[src/rtl/cmpt_pkg.sv]
package cmpt_pkg;
  localparam int ADDR_W = 3;
  localparam logic [ADDR_W-1:0] A_MODE  = 3'd0;
  localparam logic [ADDR_W-1:0] A_FLAG  = 3'd1;
  localparam logic [ADDR_W-1:0] A_CMPLO = 3'd2;
  localparam logic [ADDR_W-1:0] A_CMPHI = 3'd3;
  localparam logic [ADDR_W-1:0] A_CNTLO = 3'd4;
  localparam logic [ADDR_W-1:0] A_CNTHI = 3'd5;

  typedef struct packed {
    logic ien;
    logic tog;
    logic mat;
    logic cen;
  } mode_t;
endpackage

[src/rtl/cmpt_timebase.sv]
module cmpt_timebase #(
  parameter int W = 16
) (
  input  logic         clk,
  input  logic         rst,
  input  logic         adv,
  output logic [W-1:0] cnt,
  output logic [W-1:0] cnt_nxt
);
  assign cnt_nxt = cnt + W'(1);

  always_ff @(posedge clk) begin
    if (rst)      cnt <= '0;
    else if (adv) cnt <= cnt_nxt;
  end
endmodule

[src/rtl/cmpt_match.sv]
module cmpt_match #(
  parameter int W = 16
) (
  input  logic         clk,
  input  logic         rst,
  input  logic         adv,
  input  logic [W-1:0] cnt_nxt,
  input  logic [W-1:0] cmp,
  input  logic         cen,
  input  logic         mat,
  input  logic         tog,
  output logic         hit,
  output logic         pin
);
  // Edge-style detection: only a step onto the value counts.
  assign hit = adv && cen && mat && (cnt_nxt == cmp);

  always_ff @(posedge clk) begin
    if (rst)             pin <= 1'b0;
    else if (hit && tog) pin <= ~pin;
  end
endmodule

[src/rtl/cmpt_regs.sv]
module cmpt_regs
  import cmpt_pkg::*;
#(
  parameter int DW = 8
) (
  input  logic              clk,
  input  logic              rst,
  input  logic              wr_en,
  input  logic [ADDR_W-1:0] addr,
  input  logic [DW-1:0]     wdata,
  input  logic              hit,
  output mode_t             mode,
  output logic [2*DW-1:0]   cmp,
  output logic              flag
);
  localparam int LANES = 2;

  // Compare byte lanes, one per address.
  for (genvar b = 0; b < LANES; b++) begin : g_lane
    localparam logic [ADDR_W-1:0] LANE_A = ADDR_W'(int'(A_CMPLO) + b);
    always_ff @(posedge clk) begin
      if (rst)                          cmp[b*DW +: DW] <= '0;
      else if (wr_en && addr == LANE_A) cmp[b*DW +: DW] <= wdata;
    end
  end

  // Mode bits; compare byte writes override the comparator enable.
  always_ff @(posedge clk) begin
    if (rst) mode <= '0;
    else if (wr_en) begin
      if (addr == A_MODE)       mode     <= mode_t'(wdata[3:0]);
      else if (addr == A_CMPLO) mode.cen <= 1'b0;
      else if (addr == A_CMPHI) mode.cen <= 1'b1;
    end
  end

  // Sticky flag; a hit outranks a clearing write.
  always_ff @(posedge clk) begin
    if (rst)       flag <= 1'b0;
    else if (hit)  flag <= 1'b1;
    else if (wr_en && addr == A_FLAG && !wdata[0]) flag <= 1'b0;
  end
endmodule

[src/rtl/cmp_toggle_chan.sv]
module cmp_toggle_chan
  import cmpt_pkg::*;
#(
  parameter int DATA_W = 8
) (
  input  logic              clk,
  input  logic              rst,
  input  logic              tick_en,
  input  logic              wr_en,
  input  logic [2:0]        addr,
  input  logic [DATA_W-1:0] wdata,
  output logic [DATA_W-1:0] rdata,
  output logic              pin_out,
  output logic              irq
);
  localparam int CNT_W = 2 * DATA_W;

  logic [CNT_W-1:0] cnt_q;
  logic [CNT_W-1:0] cnt_nxt;
  logic [CNT_W-1:0] cmp_q;
  mode_t            mode_q;
  logic             flag_q;
  logic             hit;

  cmpt_timebase #(.W(CNT_W)) u_tb (
    .clk(clk), .rst(rst), .adv(tick_en), .cnt(cnt_q), .cnt_nxt(cnt_nxt)
  );

  cmpt_match #(.W(CNT_W)) u_match (
    .clk(clk), .rst(rst), .adv(tick_en), .cnt_nxt(cnt_nxt), .cmp(cmp_q),
    .cen(mode_q.cen), .mat(mode_q.mat), .tog(mode_q.tog),
    .hit(hit), .pin(pin_out)
  );

  cmpt_regs #(.DW(DATA_W)) u_regs (
    .clk(clk), .rst(rst), .wr_en(wr_en), .addr(addr), .wdata(wdata),
    .hit(hit), .mode(mode_q), .cmp(cmp_q), .flag(flag_q)
  );

  assign irq = flag_q & mode_q.ien;

  always_ff @(posedge clk) begin
    if (rst) rdata <= '0;
    else begin
      case (addr)
        A_MODE:  rdata <= {{(DATA_W-4){1'b0}}, mode_q};
        A_FLAG:  rdata <= {{(DATA_W-1){1'b0}}, flag_q};
        A_CMPLO: rdata <= cmp_q[DATA_W-1:0];
        A_CMPHI: rdata <= cmp_q[CNT_W-1:DATA_W];
        A_CNTLO: rdata <= cnt_q[DATA_W-1:0];
        A_CNTHI: rdata <= cnt_q[CNT_W-1:DATA_W];
        default: rdata <= '0;
      endcase
    end
  end
endmodule

[config.mk]
export PLATFORM = sky130hd
export DESIGN_NAME = cmp_toggle_chan
export DESIGN_NICKNAME = d
export VERILOG_FILES = /design/src/rtl/cmpt_pkg.sv /design/src/rtl/cmpt_timebase.sv /design/src/rtl/cmpt_match.sv /design/src/rtl/cmpt_regs.sv /design/src/rtl/cmp_toggle_chan.sv
export SDC_FILE = /design/constraint.sdc
export NUM_CORES = 1
export LEC_CHECK = 0
export ABC_AREA = 1
export BUFFER_PORTS_ARGS = -buffer_cell sky130_fd_sc_hd__buf_2
export CAP_MARGIN = 20
export CORE_MARGIN = 8
export CORE_UTILIZATION = 35
export CTS_CLUSTER_DIAMETER = 80
export DETAILED_ROUTE_END_ITERATION = 10
export PLACE_DENSITY_LB_ADDON = 0.05
export SLEW_MARGIN = 0
export SYNTH_ARGS = -nofsm -noshare
export SYNTH_HDL_FRONTEND = slang
export SYNTH_SLANG_ARGS = --single-unit
[constraint.sdc]
create_clock -name clk -period 1.6 [get_ports clk]
set_input_delay 0.08 -clock clk [delete_from_list [all_inputs] [get_ports clk]]
set_output_delay 0.08 -clock clk [all_outputs]
set_load 0.05 [all_outputs]
# After elaboration in Yosys (flattened, before gate mapping)
# Index checks and enable logic that the tools add are counted.
[op_classes]
n_eq_ne = 6
add_sub_neg = 1
n_reduce_logical = 14
muxes = 6
bitwise_logic = 2
[op_table]
columns = ["op", "n"]
rows = [
  ["8-bit one-hot mux with 6 select lines", 1],
  ["16-bit by 1-bit adder with 16-bit output, second input constant", 1],
  ["16-bit equality test", 1],
  ["1-bit logical AND", 8],
  ["3-bit by 2-bit equality test with 1-bit output, second input constant", 2],
  ["3-bit equality test, second input constant", 2],
  ["1-bit two-way mux", 5],
  ["2-bit AND reduction", 2],
  ["3-bit by 1-bit equality test with 1-bit output, second input constant", 1],
  ["3-bit zero test", 1],
  ["3-bit nonzero test", 1],
  ["2-bit nonzero test", 1],
  ["1-bit AND", 1],
  ["1-bit zero test", 1],
  ["1-bit inverter", 1],
]
[word_totals]
in_bits = 15
word_cells = 39
output_inout_bits = 10
reg_bits = 46

# Logic depth before layout (Yosys ltp)
[depth]
depth_word = 5
mapped_depth = 16
depth_no_buf = 16

# Cells and area by module
# A second synthesis with hierarchy kept.
[unflattened]
hier_cells = 439
hier_area_um2 = 2798.9
[by_module_without_submodules]
columns = ["module", "seq_area_each_um2", "cells_each", "area_per_inst_um2", "instances"]
rows = [
  ["cmpt_timebase", 320.3, 165, 1049.8, 1],
  ["cmpt_regs", 420.4, 108, 828.3, 1],
  ["cmp_toggle_chan", 160.2, 93, 570.5, 1],
  ["cmpt_match", 20.0, 73, 350.3, 1],
]

# Least setup slack after synthesis
# Ideal clock, no wire load.
[synth_timing]
path_type = "register to register"
from = "register u_tb.cnt[1]"
to = "register u_match.pin"
setup_ns = 0.125
required_time_ns = 1.475
arrival_ns = 1.559
setup_slack_ns = -0.084
synth_period_minus_slack_ns = 1.684
stages_incl_launch_ff = 13
path_buffers = 0
path_cell_list = "dfxtp_1 > ha_1 > nand2_2 > nor2_8 > nand4_1 > nand3_1 > nand2_1 > nor2_1 > nand2_1 > nor2_2 > nand4_1 > nand2_1 > nor2_2"
[synth_between]
elab_chain_len = 4
[synth_lines]
columns = ["item", "line", "source"]
rows = [
  ["start: declaration", "cmpt_timebase.sv:7", "output logic [W-1:0] cnt,"],
  ["start signal: assignment", "cmpt_timebase.sv:14", "else if (adv) cnt <= cnt_nxt;"],
  ["16-bit by 1-bit adder with 16-bit output", "cmpt_timebase.sv:10", "assign cnt_nxt = cnt + W'(1);"],
  ["16-bit equality test", "cmpt_match.sv:16", "assign hit = adv && cen && mat && (cnt_nxt == cmp);"],
  ["1-bit logical AND", "cmpt_match.sv:16", ""],
  ["1-bit logical AND", "cmpt_match.sv:20", "else if (hit && tog) pin <= ~pin;"],
  ["end signal: assignment", "cmpt_match.sv:20", ""],
  ["end: declaration", "cmpt_match.sv:13", "output logic pin"],
]
# Every way passes these cells.
# A chain may end at the register's enable or synchronous reset.

# Final worst setup path
# Ends and elaborated chain as after synthesis.

==> qor.txt <==
failing checks: setup timing
top post-synthesis cells by count: 81 x nand2_1, 63 x inv_1, 46 x dfxtp_1
Leak: 1.48 nW
Nets: 477
Worst Skew: 0.0116 ns
placed cell count: 546
final setup violation count: 2
fillers: 747
Antenna Diode Count: 0
DR vias: 2819
Post-DP Area: 3120 µm²
flops & latches, synth: 46
period utilization: 111%
first-pass GRT wire length: 14.0 mm
initial drt markers: 151
area fraction of the dominant cell type after synthesis: 35.7%
Initial Utilization: 35.9%
Post-Layout Cell Count: 561
DRC: 0
register-to-register path setup slack: -0.18 ns
Avg WL per Cell: 15.7 µm
vias in the first global route: 2782
Max VDD drop: 0.000347 V
Clock transition at path regs: 0.09 ns
CTS tree: yes
Power Dens Cells: 750 nW/µm²
PortBufs: 24
synth warn: 0
RSZ-0062 raised after global routing: true
pins over their slew limit: 0
outcome: finished with violations
Hold WC Path Type: input port to register
Setup Crit Path Kind: register to register
Max Clk Rate: 561 MHz
Synth area leaders: dfxtp_1 36%, nand2_1 12%, inv_1 9.2%
Slowest Stage Delay on Critical Path: 0.38 ns
share of layout cells above drive strength 1: 25.8%
Tot Pwr: 0.00257 W
min Tclk post-route: 1.78 ns
final worst slack: -0.182 ns
Core ar.: 7180 µm²
Slew @ Worst Pin: 0.475 ns
highest net fanout along the worst path: 5
Startpoint Class: register
first drt pass iteration count: 4
gr usage total: 17.7%
Post-Syn Area: 2580 µm²
root buf cell: clkbuf_8
Syn-to-layout area delta: 32.7%
Worst Path Required: 1.80 ns
sequential fraction of the synthesis area: 35.7%
Final Core Density: 47.7%
final wirelength: 8.78 mm
clk_lat worst skew: 0.31 ns
Synthesized Nets: 406
average instance area after synthesis: 6.61 µm²
ANT nets after route: 0
Max transition margin: 68.3%
final hold viol count: 0
Die Y-Extent: 102 µm
Sink Count: 46
slowest cell on the critical path: dfxtp_4
I/O pin count: 25
Design Area, Final: 3420 µm²
post-synthesis cell type count: 27
via density per instance: 5.02
Chip Width: 102 µm
area leader, netlist: dfxtp_1
worst slack, placed: -0.307 ns
Critical Path, Cell by Cell: buf_6 > nand2_8 > nor2_4 > nand3_2 > nand2_2 > nand2_2 > nand2_1 > nand2_1 > nor2_2 > nand2_2 > nor2_4 > nand4_1 > nand2_1 > nor2_2
DP Wirelength: 6.50 mm
Post-synth top flop: dfxtp_1
Worst Setup End Kind: register
global route overflow: 0
WP data arrival: 1.98 ns
initial antenna violation count: 0
GPL Wtd Cong: 0.874
most common cell in the synthesized netlist: nand2_1
Die Area: 10400 µm²
htree depth: 2
Max Root-Sink Buffers: 2
num rows: 31
largest net degree at the start of global routing: 33
Post-synth EDFFs: 0
CTS Buf Count: 5
Async SR Flop Fraction: 0%
Mapped Cells: 390
max-cap viol count: 0
-- stage by stage --
stage	setup TNS (ns)	hold WS (ns)
global route	-0.572	0.0666
global placement	-0.513	0.320
detailed placement	-0.564	0.326
finish	-0.291	0.0449
CTS	-0.345	0.0410
floorplan	0	0.149
-- routing by layer --
metal	vias up	part of all wire, %	GRT usage [%]
met5	-	0	0
met4	0	2.6	7.45
met1	1292	46	22.3
li1	1448	-	-
met2	64	48	29.3
met3	15	3.7	2.59
-- timing repair --
action | CTS | global route
gates cloned | 2 | 1
endpoints found under the hold margin | 1 | 0
gates resized for setup | 18 | 20
endpoints found under the setup margin | 2 | 3
hold buffers | 1 | 0
buffers inserted | 0 | 3
pin swaps | 18 | 23
-- report_power, final --
part           internal [W]  switching (W)  leakage [nW]  total (W)
sequential          0.00120      0.0000538         0.379    0.00125
combinational      0.000190       0.000289          1.05   0.000479
clock              0.000404       0.000434        0.0496   0.000838
-- path summary, 6_finish.rpt --
kind	start	to	depth (start not counted)
hold reg to reg	u_regs.mode[3]	u_regs.mode[3]	2
setup / recovery	u_tb.cnt[1]	u_match.pin	14
hold / removal	wdata[6]	u_regs.cmp[6]	3
setup reg to reg	u_tb.cnt[1]	u_match.pin	14
-- cells by family (layout without fill, tap and decap cells) --
| family | count (synthesis) | count (layout) | share of synthesized area [%] |
|---|---|---|---|
| AO/OA/AOI/OAI | 84 | 84 | 18.8 |
| AND/OR/NAND/NOR | 181 | 184 | 32.2 |
| flip-flops | 46 | 46 | 35.7 |
| buffers and inverters | 74 | 143 | 10.8 |
| XOR/XNOR | 4 | 4 | 1.89 |
| adder cells (fa/ha/maj) | 1 | 1 | 0.485 |
-- flip-flops by register name (all words and copies together), names as in the netlist --
signal	count
rdata	8
u_tb.cnt	16
u_match.pin	1
u_regs.mode	4
u_regs.cmp	16
u_regs.flag	1
-- critical path: cells and delay by family (launching register included) --
family,cells,cell delay (ns)
buffers and inverters,1,0.12
flip-flops,1,0.38
AND/OR/NAND/NOR,13,1.18
-- layout make-up --
cell class	instances	area, µm²	share of cell area, %
clock buffers	7	97.6	2.85
clock inverters	1	7.51	0.219
inverters	66	248	7.24
multi-input cells	273	1540	45.0
flip-flops and latches	46	940	27.5
well taps	99	124	3.62
repair buffers	69	464	13.6
-- layout by cell type (no fill, tap or decap), types with 2 or more instances in the layout --
cell type / netlist / layout
nand2_1: 81 / 75
inv_1: 63 / 62
buf_4: 0 / 43
dfxtp_1: 46 / 39
nand3_1: 45 / 38
o21ai_0: 27 / 27
a21oi_1: 27 / 26
nor2_1: 29 / 24
buf_2: 1 / 24
o22ai_1: 13 / 13
nand4_1: 11 / 11
nor2_4: 3 / 9
o211ai_1: 8 / 8
nand2_2: 3 / 7
nor2_2: 5 / 7
nand3_2: 1 / 7
clkbuf_8: 0 / 5
a221oi_1: 4 / 4
dfxtp_4: 0 / 4
clkinv_1: 3 / 3
a211oi_1: 3 / 3
dfxtp_2: 0 / 3
nand2_8: 0 / 2
xnor2_1: 2 / 2
nor3_1: 2 / 2
Power figures use the tool's default switching activity.
